==> config.mk <==
export PLATFORM = sky130hd
export DESIGN_NAME = delay_window_tuner
export DESIGN_NICKNAME = d
export VERILOG_FILES = /design/src/rtl/tuner_pkg.sv /design/src/rtl/tuner_ctrl.sv /design/src/rtl/tuner_datapath.sv /design/src/rtl/delay_window_tuner.sv
export SDC_FILE = /design/constraint.sdc
export NUM_CORES = 1
export LEC_CHECK = 0
export ABC_AREA = 1
export BUFFER_PORTS_ARGS = -buffer_cell sky130_fd_sc_hd__clkbuf_2
export CAP_MARGIN = 20
export CELL_PAD_IN_SITES_DETAIL_PLACEMENT = 1
export CELL_PAD_IN_SITES_GLOBAL_PLACEMENT = 1
export CORE_ASPECT_RATIO = 1.2
export CORE_MARGIN = 4
export CORE_UTILIZATION = 41
export CTS_CLUSTER_DIAMETER = 100
export DETAILED_ROUTE_END_ITERATION = 8
export HOLD_SLACK_MARGIN = 0.1
export PLACE_DENSITY = 0.89
export SLEW_MARGIN = 10
export SYNTH_ARGS = -nofsm -noshare
export SYNTH_HDL_FRONTEND = slang
export SYNTH_SLANG_ARGS = --single-unit
==> constraint.sdc <==
create_clock -name clk -period 5.19 [get_ports clk]
set_input_delay 1.038 -clock clk [delete_from_list [all_inputs] [get_ports clk]]
set_output_delay 1.038 -clock clk [all_outputs]
set_load 0.02 [all_outputs]
==> src/rtl/tuner_pkg.sv <==
package tuner_pkg;

  localparam int DEF_TAP_W       = 5;
  localparam int DEF_TRIALS      = 3;
  localparam int DEF_EARLY_LEN   = 12;
  localparam int DEF_EARLY_START = 4;
  localparam int DEF_SHORT_LEN   = 4;

  typedef enum logic [2:0] {
    ST_IDLE,
    ST_REQ,
    ST_GAP,
    ST_SEARCH,
    ST_FINISH
  } tuneState_t;

  // strobes from control to datapath
  typedef struct packed {
    logic clearScan;
    logic recordBit;
    logic bitVal;
    logic searchStep;
    logic saveRise;
    logic commit;
    logic fallDone;
  } tuneStrobe_t;

endpackage

==> src/rtl/tuner_ctrl.sv <==
module tuner_ctrl
  import tuner_pkg::*;
#(
  parameter int TAP_W  = DEF_TAP_W,
  parameter int TRIALS = DEF_TRIALS
) (
  input  logic             clk,
  input  logic             rstN,
  input  logic             start,
  input  logic             testAck,
  input  logic             testPass,
  input  logic             searchFin,
  input  logic             skipFall,
  output logic             testReq,
  output logic [TAP_W-1:0] scanTap,
  output logic             scanEdge,
  output logic             busy,
  output logic             done,
  output tuneStrobe_t      strb
);

  localparam int TRIAL_W = $clog2(TRIALS + 1);
  localparam logic [TRIAL_W-1:0] LAST_TRIAL = TRIAL_W'(TRIALS - 1);
  localparam logic [TAP_W-1:0]   LAST_TAP   = '1;

  tuneState_t state;
  logic [TAP_W-1:0]   tap;
  logic [TRIAL_W-1:0] trial;
  logic               fallEdge;
  logic               lastTrial;

  assign lastTrial = !testPass || (trial == LAST_TRIAL);
  assign testReq   = (state == ST_REQ);
  assign scanTap   = tap;
  assign scanEdge  = fallEdge;
  assign busy      = (state == ST_REQ) || (state == ST_GAP) || (state == ST_SEARCH);
  assign done      = (state == ST_FINISH);

  always_comb begin
    strb          = '0;
    strb.bitVal   = testPass;
    strb.fallDone = fallEdge;
    case (state)
      ST_IDLE:   strb.clearScan = start;
      ST_REQ:    strb.recordBit = testAck && lastTrial;
      ST_SEARCH: begin
        if (!searchFin) begin
          strb.searchStep = 1'b1;
        end else if (!fallEdge) begin
          strb.saveRise  = 1'b1;
          strb.commit    = skipFall;
          strb.clearScan = !skipFall;
        end else begin
          strb.commit = 1'b1;
        end
      end
      default: ;
    endcase
  end

  always_ff @(posedge clk) begin
    if (!rstN) begin
      state    <= ST_IDLE;
      tap      <= '0;
      trial    <= '0;
      fallEdge <= 1'b0;
    end else begin
      case (state)
        ST_IDLE: if (start) begin
          tap      <= '0;
          trial    <= '0;
          fallEdge <= 1'b0;
          state    <= ST_REQ;
        end
        ST_REQ: if (testAck) begin
          if (lastTrial) begin
            trial <= '0;
            if (tap == LAST_TAP) begin
              state <= ST_SEARCH;
            end else begin
              tap   <= tap + 1'b1;
              state <= ST_GAP;
            end
          end else begin
            trial <= trial + 1'b1;
            state <= ST_GAP;
          end
        end
        ST_GAP: state <= ST_REQ;
        ST_SEARCH: if (searchFin) begin
          if (!fallEdge && !skipFall) begin
            fallEdge <= 1'b1;
            tap      <= '0;
            trial    <= '0;
            state    <= ST_REQ;
          end else begin
            state <= ST_FINISH;
          end
        end
        ST_FINISH: state <= ST_IDLE;
        default:   state <= ST_IDLE;
      endcase
    end
  end

endmodule

==> src/rtl/tuner_datapath.sv <==
module tuner_datapath
  import tuner_pkg::*;
#(
  parameter int TAP_W       = DEF_TAP_W,
  parameter int EARLY_LEN   = DEF_EARLY_LEN,
  parameter int EARLY_START = DEF_EARLY_START,
  parameter int SHORT_LEN   = DEF_SHORT_LEN
) (
  input  logic             clk,
  input  logic             rstN,
  input  tuneStrobe_t      strb,
  input  logic [TAP_W-1:0] recTap,
  output logic             searchFin,
  output logic             skipFall,
  output logic [7:0]       finalTap,
  output logic [TAP_W:0]   winLen,
  output logic [TAP_W-1:0] winStart,
  output logic             fail,
  output logic             chosenEdge,
  output logic [TAP_W-1:0] appliedTap
);

  localparam int NUM_TAPS = 1 << TAP_W;
  localparam int LEN_W    = TAP_W + 1;
  localparam logic [LEN_W-1:0] TAPS_L      = LEN_W'(NUM_TAPS);
  localparam logic [LEN_W-1:0] EARLY_LEN_L = LEN_W'(EARLY_LEN);
  localparam logic [LEN_W-1:0] SHORT_LEN_L = LEN_W'(SHORT_LEN);
  localparam logic [TAP_W-1:0] EARLY_ST_L  = TAP_W'(EARLY_START);
  localparam logic [LEN_W-1:0] THIRD_DIV   = LEN_W'(3);

  logic [NUM_TAPS-1:0] passMap;
  logic [LEN_W-1:0]    cursor, runLen, bestLen, riseLen;
  logic [TAP_W-1:0]    runStart, bestStart, riseStart;

  // search walker
  logic             atEnd, curBit, takeRun, earlyHit;
  logic [TAP_W-1:0] candStart;

  assign atEnd     = (cursor == TAPS_L);
  assign curBit    = !atEnd && passMap[cursor[TAP_W-1:0]];
  assign takeRun   = (runLen > bestLen);
  assign candStart = takeRun ? runStart : bestStart;
  assign earlyHit  = (runLen >= EARLY_LEN_L) && (candStart < EARLY_ST_L);
  assign skipFall  = (bestLen >= EARLY_LEN_L) ||
                     ((bestStart == '0) && (bestLen >= SHORT_LEN_L));

  // edge choice and tap pick
  logic             useRise;
  logic [TAP_W-1:0] selStart, pickTap;
  logic [LEN_W-1:0] selLen, offset, pickSum;

  assign useRise  = strb.fallDone && (bestLen <= riseLen);
  assign selStart = useRise ? riseStart : bestStart;
  assign selLen   = useRise ? riseLen : bestLen;
  assign offset   = (selStart == '0) ? (selLen / THIRD_DIV) : (selLen >> 1);
  assign pickSum  = {1'b0, selStart} + offset;
  assign pickTap  = pickSum[TAP_W-1:0];

  always_ff @(posedge clk) begin
    if (!rstN) begin
      passMap    <= '0;
      cursor     <= '0;
      runLen     <= '0;
      runStart   <= '0;
      bestLen    <= '0;
      bestStart  <= '0;
      searchFin  <= 1'b0;
      riseLen    <= '0;
      riseStart  <= '0;
      finalTap   <= '0;
      winLen     <= '0;
      winStart   <= '0;
      fail       <= 1'b0;
      chosenEdge <= 1'b0;
      appliedTap <= '0;
    end else begin
      if (strb.saveRise) begin
        riseLen   <= bestLen;
        riseStart <= bestStart;
      end
      if (strb.clearScan) begin
        passMap   <= '0;
        cursor    <= '0;
        runLen    <= '0;
        runStart  <= '0;
        bestLen   <= '0;
        bestStart <= '0;
        searchFin <= 1'b0;
      end else if (strb.recordBit) begin
        passMap[recTap] <= strb.bitVal;
      end else if (strb.searchStep && !searchFin) begin
        if (curBit) begin
          if (runLen == '0) runStart <= cursor[TAP_W-1:0];
          runLen <= runLen + 1'b1;
          cursor <= cursor + 1'b1;
        end else if (runLen != '0) begin
          if (takeRun) begin
            bestLen   <= runLen;
            bestStart <= runStart;
          end
          runLen <= '0;
          if (earlyHit || atEnd) searchFin <= 1'b1;
        end else if (atEnd) begin
          searchFin <= 1'b1;
        end else begin
          cursor <= cursor + 1'b1;
        end
      end
      if (strb.commit) begin
        fail       <= (selLen == '0);
        finalTap   <= (selLen == '0) ? 8'hFF : 8'(pickTap);
        appliedTap <= (selLen == '0) ? '0 : pickTap;
        winLen     <= selLen;
        winStart   <= selStart;
        chosenEdge <= strb.fallDone && !useRise;
      end
    end
  end

endmodule

==> src/rtl/delay_window_tuner.sv <==
module delay_window_tuner
  import tuner_pkg::*;
#(
  parameter int TAP_W       = DEF_TAP_W,
  parameter int TRIALS      = DEF_TRIALS,
  parameter int EARLY_LEN   = DEF_EARLY_LEN,
  parameter int EARLY_START = DEF_EARLY_START,
  parameter int SHORT_LEN   = DEF_SHORT_LEN
) (
  input  logic             clk,
  input  logic             rstN,
  input  logic             start,
  output logic             testReq,
  input  logic             testAck,
  input  logic             testPass,
  output logic [TAP_W-1:0] tapSel,
  output logic             edgeSel,
  output logic [7:0]       finalTap,
  output logic [TAP_W:0]   winLen,
  output logic [TAP_W-1:0] winStart,
  output logic             done,
  output logic             fail
);

  tuneStrobe_t      strb;
  logic             searchFin, skipFall, busy, scanEdge, chosenEdge;
  logic [TAP_W-1:0] scanTap, appliedTap;

  tuner_ctrl #(.TAP_W(TAP_W), .TRIALS(TRIALS)) u_ctrl (
    .clk(clk), .rstN(rstN), .start(start), .testAck(testAck),
    .testPass(testPass), .searchFin(searchFin), .skipFall(skipFall),
    .testReq(testReq), .scanTap(scanTap), .scanEdge(scanEdge),
    .busy(busy), .done(done), .strb(strb)
  );

  tuner_datapath #(
    .TAP_W(TAP_W), .EARLY_LEN(EARLY_LEN),
    .EARLY_START(EARLY_START), .SHORT_LEN(SHORT_LEN)
  ) u_dp (
    .clk(clk), .rstN(rstN), .strb(strb), .recTap(scanTap),
    .searchFin(searchFin), .skipFall(skipFall), .finalTap(finalTap),
    .winLen(winLen), .winStart(winStart), .fail(fail),
    .chosenEdge(chosenEdge), .appliedTap(appliedTap)
  );

  assign tapSel  = busy ? scanTap : appliedTap;
  assign edgeSel = busy ? scanEdge : chosenEdge;

endmodule

# Word level (Yosys, flattened, before mapping)
# Index checks and enable logic that the tools add are counted.
# op_classes
reduce_logical	41
order_cmp	9
bitwise_logic	3
add_sub_neg	5
mux	54
div_mod_pow	1
n_eq_ne	16
# op_table
cell	n
2-to-1 mux 5 bit	11
2-to-1 mux 6 bit	6
bitwise mux 32 bit	1
2-to-1 mux 1 bit	17
AND reduction 4 bit	4
2-to-1 mux 3 bit	5
one-hot mux 5 bit (3 select lines)	1
AND reduction 5 bit	3
adder 6 x 1 -> 6 bit (second input constant)	2
greater-or-equal comparator 6 x 4 -> 1 bit (second input constant)	2
zero test 6 bit	2
< comparator 5 x 6 -> 1 bit (second input constant)	2
2-to-1 mux 2 bit	6
one-hot mux 3 bit (4 select lines)	1
zero test 5 bit	2
!= test 2 bit (second input constant)	5
logical AND 1 bit	9
2-to-1 mux 8 bit	1
!= test 2 x 1 -> 1 bit (second input constant)	4
AND reduction 7 bit	1
divider 6 x 2 -> 6 bit (second input constant)	1
equality test 3 x 2 -> 1 bit (second input constant)	2
equality test 6 bit (second input constant)	1
greater-or-equal comparator 6 x 3 -> 1 bit (second input constant)	1
other kinds (24)	39
# totals
out_inout_bits	28
reg_bits	109
inputBits	5

# Logic depth before layout (Yosys ltp)
# Gate-level depths: netlist (run 1).
# depth
word_depth	8
ltp_mapped	43

# By module
# Synthesis (run 1) repeated with hierarchy kept, for this count alone.
# unflattened
cells_unflattened	829
hier_area_um2	5816.8
# modules_own_cells
module	cells_per_inst	area_per_inst_um2	instances
tuner_datapath	698	5007.3	1
tuner_ctrl	112	738.2	1
delay_window_tuner	19	71.3	1

# Worst setup path after synthesis (run 1)
# Ideal clock, no wire load.
# synth_path
path_type	register to register
start	register u_dp.riseLen[5]
end	register u_dp.appliedTap[4]
period_less_slack_ps	4826
setup_slack_ps	364
arrival_ps	4756
setup_ps	70
stages_incl_launch_ff	41
path_cell_list	dfxtp_1 inv_1 ha_1 nand2_2 inv_1 nand2_1 nand3_2 nand2_4 nand3_1 nand2_4 nor2_4 ha_1 a21oi_4 nand2_4 nand2_1 nand2_1 ha_1 inv_1 [5 not listed] nand3_1 nor2_1 nand3_1 nand2_1 inv_2 nand2_1 nand3_2 nand2_1 inv_1 ha_1 fa_1 nand2_1 nand2_1 a21oi_1 xnor2_1 xnor2_1 or2_1 a21oi_1
# synth_between
elab_chain_len	7
word_cells_on_any_way	10
cone_classes	1 x add/sub; 1 x div; 1 x order compare; 4 x mux; 3 x reduce/logical
# synth_rtl
item	line	rtl
start: declaration	tuner_datapath.sv:32	logic [LEN_W-1:0] cursor, runLen, bestLen, riseLen;
start signal: assignment	tuner_datapath.sv:78	riseLen <= bestLen;
less-or-equal comparator 6 bit	tuner_datapath.sv:52	assign useRise = strb.fallDone && (bestLen <= riseLen);
logical AND 1 bit	tuner_datapath.sv:52	
2-to-1 mux 6 bit or 2-to-1 mux 5 bit (tied branches)	tuner_datapath.sv:54, tuner_datapath.sv:53	
divider 6 x 2 -> 6 bit or zero test 5 bit (tied branches)	tuner_datapath.sv:55	assign offset = (selStart == '0) ? (selLen / THIRD_DIV) : (selLen >> 1);
2-to-1 mux 5 bit	tuner_datapath.sv:55	
adder 5 bit	tuner_datapath.sv:56	assign pickSum = {1'b0, selStart} + offset;
2-to-1 mux 5 bit *	tuner_datapath.sv:112	appliedTap <= (selLen == '0) ? '0 : pickTap;
end signal: assignment	tuner_datapath.sv:112	
end: declaration	tuner_datapath.sv:20	output logic [TAP_W-1:0] appliedTap
# Mark *: on every way between the ends. The rest lies on a longest branch, timed or not.
# A chain may end at the register's enable or synchronous reset.

# Final worst setup path (run 1)
# layout_path
start	register u_dp.riseLen[3]
end	register u_dp.appliedTap[4]
# The elaborated chain is that of the path after synthesis.

==> metrics, run 1 <==
outcome=finished with violations; failing checks=setup timing; Reg2Reg Setup Slack=-150 ps; R2R cell count=41; H-tree depth=3; cell area after synthesis=a little under 6000 sq um; Synth Warn #=0; Slew headroom=49.89%; # IOs=33; clock skew=about 20 ps; Slowest cell on crit path=fa_2; Fin. Hold Viols=0; Row Count=47; final period utilization=102.8%; CTS tree=yes; fin. max-slew vios=0; Post-Synth Adder-Cell Area=between 6 and 7%; leak pwr=2.964 nW; Iteration-0 DRC Markers=330; Die Width=between 100 and 150 microns; required time worst endpoint=5480 ps; Max Fclk=0.1874 GHz; antenna-violating nets left=0; RSZ-0062 raised after global routing=yes; PortBufs=32; post-synthesis mux area share=0%; final hold slack=476.2 ps; number of max-cap violations=0; Hold EP=u_dp.appliedTap[0]$_SDFFE_PN0P_; WL final=19.45 mm; TritonCTS Buffers=9; unique cell type count in the Yosys netlist=45; Core Region=13880 sq um; worst hold stages=2; Crit path top cell by count=nand2_4; setup_tns=-146.2 ps; largest net degree at the start of global routing=45; grt total ovfl=0; Tmin final=5336 ps; top cells by area, synth=dfxtp_1 (36%), o21ai_0 (8.7%), a21oi_1 (7.9%), nand2_1 (7.1%), inv_1 (6.6%); simple-gate share of the synthesized area=24.76%; CTS sink count=106; first-pass GRT wire length=28.36 mm; post-synth top area cell=dfxtp_1; Hold WC Path Type=register to register; average wire per standard cell=18.86 microns; #FFs+latches synth=106; share of the synthesized area in the top cell type=roughly 36%; die height=approximately 140 microns; # diodes=0; Starting Density=roughly 42%; CP Class=register to register; GRT Util Overall=21.54%; pwr/cell area=246.7 nW/um^2; crit path max fanout=7; share of cells above drive strength 1=19.19%; DRC viols=0; Synth Area in XOR/XNOR=0.5998%; largest family of logic cells by synthesized area=simple AND/OR/NAND/NOR gates; Die ar.=16230 sq um; startpoint types=register; area grow syn2layout=17.42%; Mapped Nets=~850; Longest Clk Path Bufs=2; max incr delay on CP=380 ps; hold_buf cts=0; Worst Path Arrival=approximately 5600 ps; HP Start=u_dp.appliedTap[0]$_SDFFE_PN0P_; Via density=about 5.7; worst r2r src=u_dp.riseLen[3]$_SDFFE_PN0P_; clk slew on worst S/H paths=90 ps; clk_lat worst skew=370 ps; via count=5860; endpoint class of the critical path=register; Final Wtd Congestion=0.8783; worst r2r dst=u_dp.appliedTap[4]$_SDFFE_PN0P_; register area share after synthesis=a little over a third; Clock Tree Root=clkbuf_16; Final Net Count=891; endpoints failing setup=1; vias in the first global route=5848; antenna violations before repair=0; setup ws final=-146.2 ps; syn avg cell area=~7 sq um; Pre-antenna DRT Iters=4; Max VDD drop=0.1745 mV; HPWL Detailed=around 12 mm; Synth Area in Compound Gates=22.13%; cells after synthesis=between 800 and 900; Worst Tran Pin Value=750.7 ps
through the flow:
step	instance area, sq um	utilization [%]	setup slack, ps	power (W)	cells
2_1_floorplan	5841	-	363.5	0.0009447	813
3_3_place_gp	6137	44.22	127.3	0.0009795	996
3_5_place_dp	6137	44.22	-181.2	0.0009829	996
4_1_cts	6521	46.99	21.89	0.001696	1018
5_1_grt	6858	49.41	-440.7	0.001751	1031
6_report	6858	49.41	-146.2	0.001692	1031
worst max-delay path, delay by kind of cell, from the launching register on:
| kind | cells | cell delay, ps |
|---|---|---|
| adder cells (fa/ha/maj) | 6 | 1350 |
| XOR/XNOR | 2 | 360 |
| flip-flops | 1 | 350 |
| AND/OR/NAND/NOR | 24 | 2320 |
| buffers and inverters | 6 | 340 |
| AO/OA/AOI/OAI | 3 | 510 |
synth_stat cells (all sizes together):
library cell  number
o22ai              8
o21a               1
nor2              94
nand2            134
nand3             34
a31oi              2
nor3              20
nand4             12
buf               12
xnor2              2
a2111oi            1
clkbuf            16
nor3b              1
inv              108
a21oi             93
a21o               1
o211ai            12
o2111ai            1
ha                29
clkinv             3
a211oi             4
o21ai            109
xor2               2
dfxtp            106
a22o               1
fa                 1
or3                1
o221ai             4
or2                1
state kept, by name, indices dropped and copies added (netlist names), 6 cells and up:
signal / count
u_dp.passMap: 32
u_dp.riseLen: 6
u_dp.winLen: 6
u_dp.bestLen: 6
u_dp.runLen: 6
u_dp.finalTap: 6
u_dp.cursor: 6
placed cells by master, fill, tap and decap left out, types with 14 or more instances in the layout:
master	synthesis	routed
o21ai_0	102	102
nand3_1	27	22
nand2_2	11	14
buf_4	5	26
clkbuf_2	0	32
nand2_1	110	102
nor3_1	19	18
inv_1	103	95
nand2_4	11	15
a21oi_1	92	89
ha_1	29	20
dfxtp_1	106	97
nor2_1	89	89
cells by family after synthesis:
family	after synthesis
fa+ha+maj	30
buf+inv	139
flops	106
xor+xnor	4
compound gates	237
simple gates	297
worst max path at each step:
stage | startpoint | to | slack (ps) | depth (start not counted)
after global routing | u_dp.riseLen[3]$_SDFFE_PN0P_ | u_dp.appliedTap[4]$_SDFFE_PN0P_ | -440 | 41
after floorplan | u_dp.riseLen[5]$_SDFFE_PN0P_ | u_dp.appliedTap[4]$_SDFFE_PN0P_ | 360 | 40
after detailed placement | u_dp.riseLen[5]$_SDFFE_PN0P_ | u_dp.appliedTap[4]$_SDFFE_PN0P_ | -180 | 41
final | u_dp.riseLen[3]$_SDFFE_PN0P_ | u_dp.appliedTap[4]$_SDFFE_PN0P_ | -150 | 41
after CTS | u_dp.riseLen[5]$_SDFFE_PN0P_ | u_dp.appliedTap[4]$_SDFFE_PN0P_ | 20 | 40
after global placement | u_dp.riseLen[5]$_SDFFE_PN0P_ | u_dp.appliedTap[4]$_SDFFE_PN0P_ | 130 | 41
cell type report:
type / instances / area, sq um
clock buffer: 10 / 239.0
clock inverter: 5 / 61.31
fill: 1771 / 7020
inverter: 111 / 426.7
multi-input combinational: 568 / 3395
sequential: 106 / 2136
tap: 171 / 214.0
timing repair buffer: 60 / 386.6
repair_timing:
action,in CTS,in global routing
pin swaps,3,33
buffers inserted,7,12
gates resized for setup,6,56
setup endpoints to repair,2,2
power by group:
part | switching [W] | internal (W) | total, W
Combinational | 0.000103 | 0.0000337 | 0.000137
Clock | 0.000337 | 0.000389 | 0.000726
Sequential | 0.00000846 | 0.000821 | 0.000829
per-layer routing:
layer	up-vias	track usage [%]	part of all wire [%]
met5	-	0	0
met4	0	9.481	3.6
met3	60	3.492	3.6
met2	168	38.87	53
met1	2830	24.31	40
li1	2802	-	-
No activity file was read; power rests on OpenSTA's default activity.
==> run 2, diff against run 1 <==
Settings changed: CORE_ASPECT_RATIO 1.2 to 0.9, CORE_UTILIZATION 41 to 36, PLACE_DENSITY 0.89 to 0.81, RECOVER_POWER from default to 50.
==> metrics, run 2 (synthesis results as in run 1) <==
die height=128.8 microns (-7.1%); GRT Util Overall=18.14% (-3.4 points); Critical path origin=u_dp.bestLen[3]$_SDFFE_PP0P_; Fill cells=2013 (+14%); DRC viols=0 (unchanged); Longest Clk Path Bufs=2 (unchanged); TritonCTS Buffers=9 (unchanged); Final Net Count=889 (-0.22%); pre-CTS setup slack=-204.5 ps (-23.38 ps); share of cells above drive strength 1=14.24% (-5.0 points); Starting Density=37.31% (-4.8 points); Slowest cell on crit path=dfxtp_1; commonest non-fill, non-tap cell in the layout=nand2_1; vias in the first global route=5545 (-5.2%); CTS sink count=106 (unchanged); Max Fclk=0.1999 GHz (+6.7%); Tmin final=5003 ps (-333.6 ps); clk slew on worst S/H paths=70 ps (-20 ps); final period utilization=96.39% (-6.4 points); Pre-antenna DRT Iters=4 (unchanged); PortBufs=32 (unchanged); Crit path top cell by count=nand2_1; WL final=17.19 mm (-12%); area grow syn2layout=14.89%; Biggest register=u_dp.passMap; Row Count=43 (-8.5%); power consumption=0.001606 W (-5.1%); HPWL Detailed=11.74 mm (+1.6%); CP Class=register to register; antenna-violating nets left=0 (unchanged); # diodes=0 (unchanged); fin. max-slew vios=24 (+24); Hold WC Path Type=register to register; Fin. Hold Viols=0 (unchanged); endpoints failing setup=0 (-1); crit path max fanout=6 (-1); antenna violations before repair=0 (unchanged); pwr/cell area=239.3 nW/um^2 (-3.0%); # IOs=33 (unchanged); Core Region=15660 sq um (+13%); grt total ovfl=0 (unchanged); worst hold stages=2 (unchanged); R2R cell count=40 (-2.4%); most frequent cells in the layout=nand2_1 (105), o21ai_0 (103), dfxtp_1 (98); first-pass GRT wire length=27.32 mm (-3.6%); Largest register FFs=32 (unchanged); endpoint class of the critical path=register; number of max-cap violations=1 (+1); Die ar.=18330 sq um (+13%); via count=5532 (-5.6%); max incr delay on CP=370 ps (about the same); startpoint types=register; average wire per standard cell=16.23 microns (-14%); Worst Path Arrival=5270 ps (-350 ps); Max VDD drop=0.1641 mV (-6.0%); final hold slack=474.4 ps (-1.736 ps); leak pwr=2.837 nW (-4.3%); outcome=finished with violations; Die Width=142.3 microns (+22%); Slew headroom=-44.09% (-94 points); largest net degree at the start of global routing=44 (-2.2%); worst r2r src=u_dp.bestLen[3]$_SDFFE_PP0P_; Clock Tree Root=clkbuf_16; failing checks=capacitance limit, slew limit; Worst Tran Pin Value=2145 ps (+1394 ps); Via density=5.224 (-8.1%); HP Start=u_ctrl.trial[1]$_SDFFE_PN0P_; clk_lat worst skew=350 ps (-20 ps); CTS tree=yes; H-tree depth=3 (unchanged); clock skew=11.32 ps (-8.971 ps); setup ws final=187.4 ps (+333.6 ps); Iteration-0 DRC Markers=261 (-21%); Final Wtd Congestion=0.8320 (-5.3%); required time worst endpoint=5450 ps (-30 ps)
-- run 2: worst paths after layout --
kind	slack (ps)	endpoint
min reg2reg	470	u_ctrl.trial[1]$_SDFFE_PN0P_
max	190	u_dp.appliedTap[4]$_SDFFE_PN0P_
max reg2reg	190	u_dp.appliedTap[4]$_SDFFE_PN0P_
min	470	u_ctrl.trial[1]$_SDFFE_PN0P_
-- run 2: critical path: cells and delay by family, from the launching register on --
kind / cells / cell delay [ps]
flip-flops: 1 / 370
buffers and inverters: 6 / 360
adder cells (fa/ha/maj): 6 / 1380
XOR/XNOR: 2 / 250
AND/OR/NAND/NOR: 23 / 2100
AO/OA/AOI/OAI: 3 / 460
-- run 2: what timing repair did --
item,in CTS,in global routing
hold buffers,0,0
endpoints found under the setup margin,2,3
buffers inserted,6,13
resized for setup,6,40
pin swaps,3,24
endpoints found under the hold margin,0,0
-- run 2: metrics by stage --
step,util [%],cells,instance area [sq um],TNS (ps)
2_1_floorplan,-,813,5841,0
3_3_place_gp,39.40,1026,6168,0
3_5_place_dp,39.40,1026,6168,-221.3
4_1_cts,41.47,1046,6492,0
5_1_grt,42.86,1059,6710,-117.4
6_report,42.86,1059,6710,0
-- run 2: cell type report --
cell class / count / area [sq um] / area share, %
inverters: 111 / 421.7 / 6.284
multi-input cells: 568 / 3312 / 49.36
repair buffers: 58 / 324.1 / 4.829
well taps: 202 / 252.7 / 3.767
clock inverters: 3 / 25.02 / 0.3729
flip-flops and latches: 106 / 2132 / 31.77
clock buffers: 11 / 242.7 / 3.617
-- run 2: where the power goes --
group | switching (W) | total (W) | internal [W]
Sequential | 0.00000792 | 0.000829 | 0.000821
Combinational | 0.000102 | 0.000134 | 0.0000322
Clock | 0.000306 | 0.000642 | 0.000336
Total | 0.000416 | 0.00161 | 0.00119
-- run 2: metal layers --
metal	vias up	part of all wire, %	track usage, %
met1	2679	46	23.99
met5	-	0	0
met2	57	50	31.22
met4	0	0.66	3.386
met3	10	3.1	3.382
li1	2786	-	-
==> run 3, diff against run 2 <==
==> constraint.sdc (replaced) <==
create_clock -name clk -period 5.19 [get_ports clk]
set_input_delay 0.519 -clock clk [delete_from_list [all_inputs] [get_ports clk]]
set_output_delay 0.519 -clock clk [all_outputs]
set_load 0.02 [all_outputs]
==> metrics, run 3 (synthesis results as in run 1) <==
Max Fclk=0.1990 GHz (-0.45%); Fin. Hold Viols=0 (unchanged); setup_tns=0 ps (unchanged); HPWL Detailed=11.56 mm (-1.5%); clk_lat worst skew=360 ps (about the same); sw frac=26.94% (+1.0 points); Worst Path Arrival=5300 ps (+30 ps); Psw=0.0004375 W (+5.2%); endpoint class of the critical path=register; Fill cells=2008 (-0.25%); crit path max fanout=6 (unchanged); Clk pwr share=40.8% (+0.8 points); Slew headroom=-42.15% (+1.9 points); first-pass GRT wire length=26.67 mm (-2.4%); final hold slack=472.0 ps (-2.415 ps); grt total ovfl=0 (unchanged); pwr/cell area=243.6 nW/um^2 (+1.8%); combinational share of power=8.2% (-0.2 points); pre-CTS setup slack=-80.74 ps (+123.8 ps); Row Count=43 (unchanged); Max VDD drop=0.1974 mV (+20%); failing checks=capacitance limit, slew limit; Largest register FFs=32 (unchanged); clk slew on worst S/H paths=70 ps (about the same); setup ws final=165.0 ps (-22.45 ps); share of cells above drive strength 1=13.16% (-1.1 points); GRT Util Overall=17.73% (-0.41 points); PortBufs=32 (unchanged); endpoints failing setup=0 (unchanged); required time worst endpoint=5470 ps (+20 ps); antenna-violating nets left=0 (unchanged); Starting Density=37.31% (unchanged); Die Width=142.3 microns (unchanged); # IOs=33 (unchanged); Hold WC Path Type=register to register; Iteration-0 DRC Markers=267 (+2.3%); final period utilization=96.82% (+0.43 points); max incr delay on CP=370 ps (about the same); most frequent cells in the layout=nand2_1 (106), o21ai_0 (103), inv_1 (99), dfxtp_1 (99), a21oi_1 (90); fin. max-slew vios=24 (unchanged); Core Region=15660 sq um (unchanged); Slowest cell on crit path=fa_2; Biggest register=u_dp.passMap; Longest Clk Path Bufs=2 (unchanged); Final Net Count=881 (-0.90%); DRC viols=0 (unchanged); startpoint types=register; area grow syn2layout=14.14%; largest net degree at the start of global routing=34 (-23%); clock skew=13.10 ps (+1.779 ps); Clock Tree Root=clkbuf_16; via count=5491 (-0.74%); outcome=finished with violations; Crit path top cell by count=nand2_1; TritonCTS Buffers=9 (unchanged); commonest non-fill, non-tap cell in the layout=nand2_1; Worst Tran Pin Value=2116 ps (-28.86 ps); hold_buf cts=0 (unchanged); CTS sink count=106 (unchanged); Via density=5.215 (-0.18%); CP Class=register to register; fin util=42.58% (-0.28 points); WL final=16.47 mm (-4.2%); number of max-cap violations=1 (unchanged); die height=128.8 microns (unchanged); Tmin final=5025 ps (+22.45 ps); antenna violations before repair=0 (unchanged); vias in the first global route=5373 (-3.1%); Sequential Power Share=51.1% (-0.5 points); Die ar.=18330 sq um (unchanged); Pre-antenna DRT Iters=4 (unchanged); Final Wtd Congestion=0.8308 (-0.14%); H-tree depth=3 (unchanged); CTS tree=yes; leak pwr=2.792 nW (-1.6%); average wire per standard cell=15.64 microns (-3.6%); P_int=0.001186 W (-0.30%); # diodes=0 (unchanged)
[run 3: cell type report]
type / instances / area [sq um] / share of cell area, %
clock buffers: 10 / 229.0 / 3.435
flip-flops and latches: 106 / 2131 / 31.96
repair buffers: 50 / 260.3 / 3.904
inverters: 111 / 424.2 / 6.363
multi-input cells: 568 / 3319 / 49.79
clock inverters: 6 / 50.05 / 0.7508
well taps: 202 / 252.7 / 3.791
[run 3: critical path: cells and delay by family (launching register included)]
kind / cells / cell delay [ps]
buf+inv: 6 / 340
flops: 1 / 340
compound gates: 3 / 480
xor+xnor: 2 / 230
simple gates: 24 / 2200
fa+ha+maj: 6 / 1360
[run 3: power by group through the flow]
| stage | logic (W) | registers (W) | clock network [W] |
|---|---|---|---|
| finish | 0.000133 | 0.000829 | 0.000662 |
| CTS | 0.000136 | 0.000829 | 0.000681 |
| floorplan | 0.0000993 | 0.000845 | 0 |
| global route | 0.000150 | 0.000831 | 0.000719 |
| detailed placement | 0.000136 | 0.000849 | 0 |
| global placement | 0.000133 | 0.000849 | 0 |
[run 3: metal layers]
metal | vias to the layer above | track usage (%) | part of all wire (%) | routed length (microns)
met4 | 0 | 3.837 | 1.2 | 195
met5 | - | 0 | 0 | 0
met1 | 2646 | 23.80 | 48 | 7888
li1 | 2771 | - | - | -
met2 | 59 | 29.42 | 49 | 7995
met3 | 15 | 3.828 | 2.4 | 394
[run 3: final timing paths]
path	from	to	slack, ps	cells past startpoint
worst max-delay path	u_dp.riseLen[5]$_SDFFE_PN0P_	u_dp.appliedTap[4]$_SDFFE_PN0P_	160	41
worst min register to register	u_ctrl.trial[1]$_SDFFE_PN0P_	u_ctrl.trial[1]$_SDFFE_PN0P_	470	2
worst max register to register	u_dp.riseLen[5]$_SDFFE_PN0P_	u_dp.appliedTap[4]$_SDFFE_PN0P_	160	41
worst min-delay path	u_ctrl.trial[1]$_SDFFE_PN0P_	u_ctrl.trial[1]$_SDFFE_PN0P_	470	2
[run 3: timing repair]
| action | in CTS | in global routing |
|---|---|---|
| endpoints found under the setup margin | 1 | 5 |
| pin swaps | 1 | 19 |
| gates resized for setup | 4 | 39 |
| setup buffers | 5 | 6 |
[run 3: metrics by stage]
stage | cell area, sq um | power [W] | instances
6_report | 6666 | 0.001624 | 1053
3_3_place_gp | 6168 | 0.0009814 | 1026
4_1_cts | 6496 | 0.001647 | 1047
5_1_grt | 6666 | 0.001699 | 1053
2_1_floorplan | 5841 | 0.0009447 | 813
3_5_place_dp | 6168 | 0.0009847 | 1026
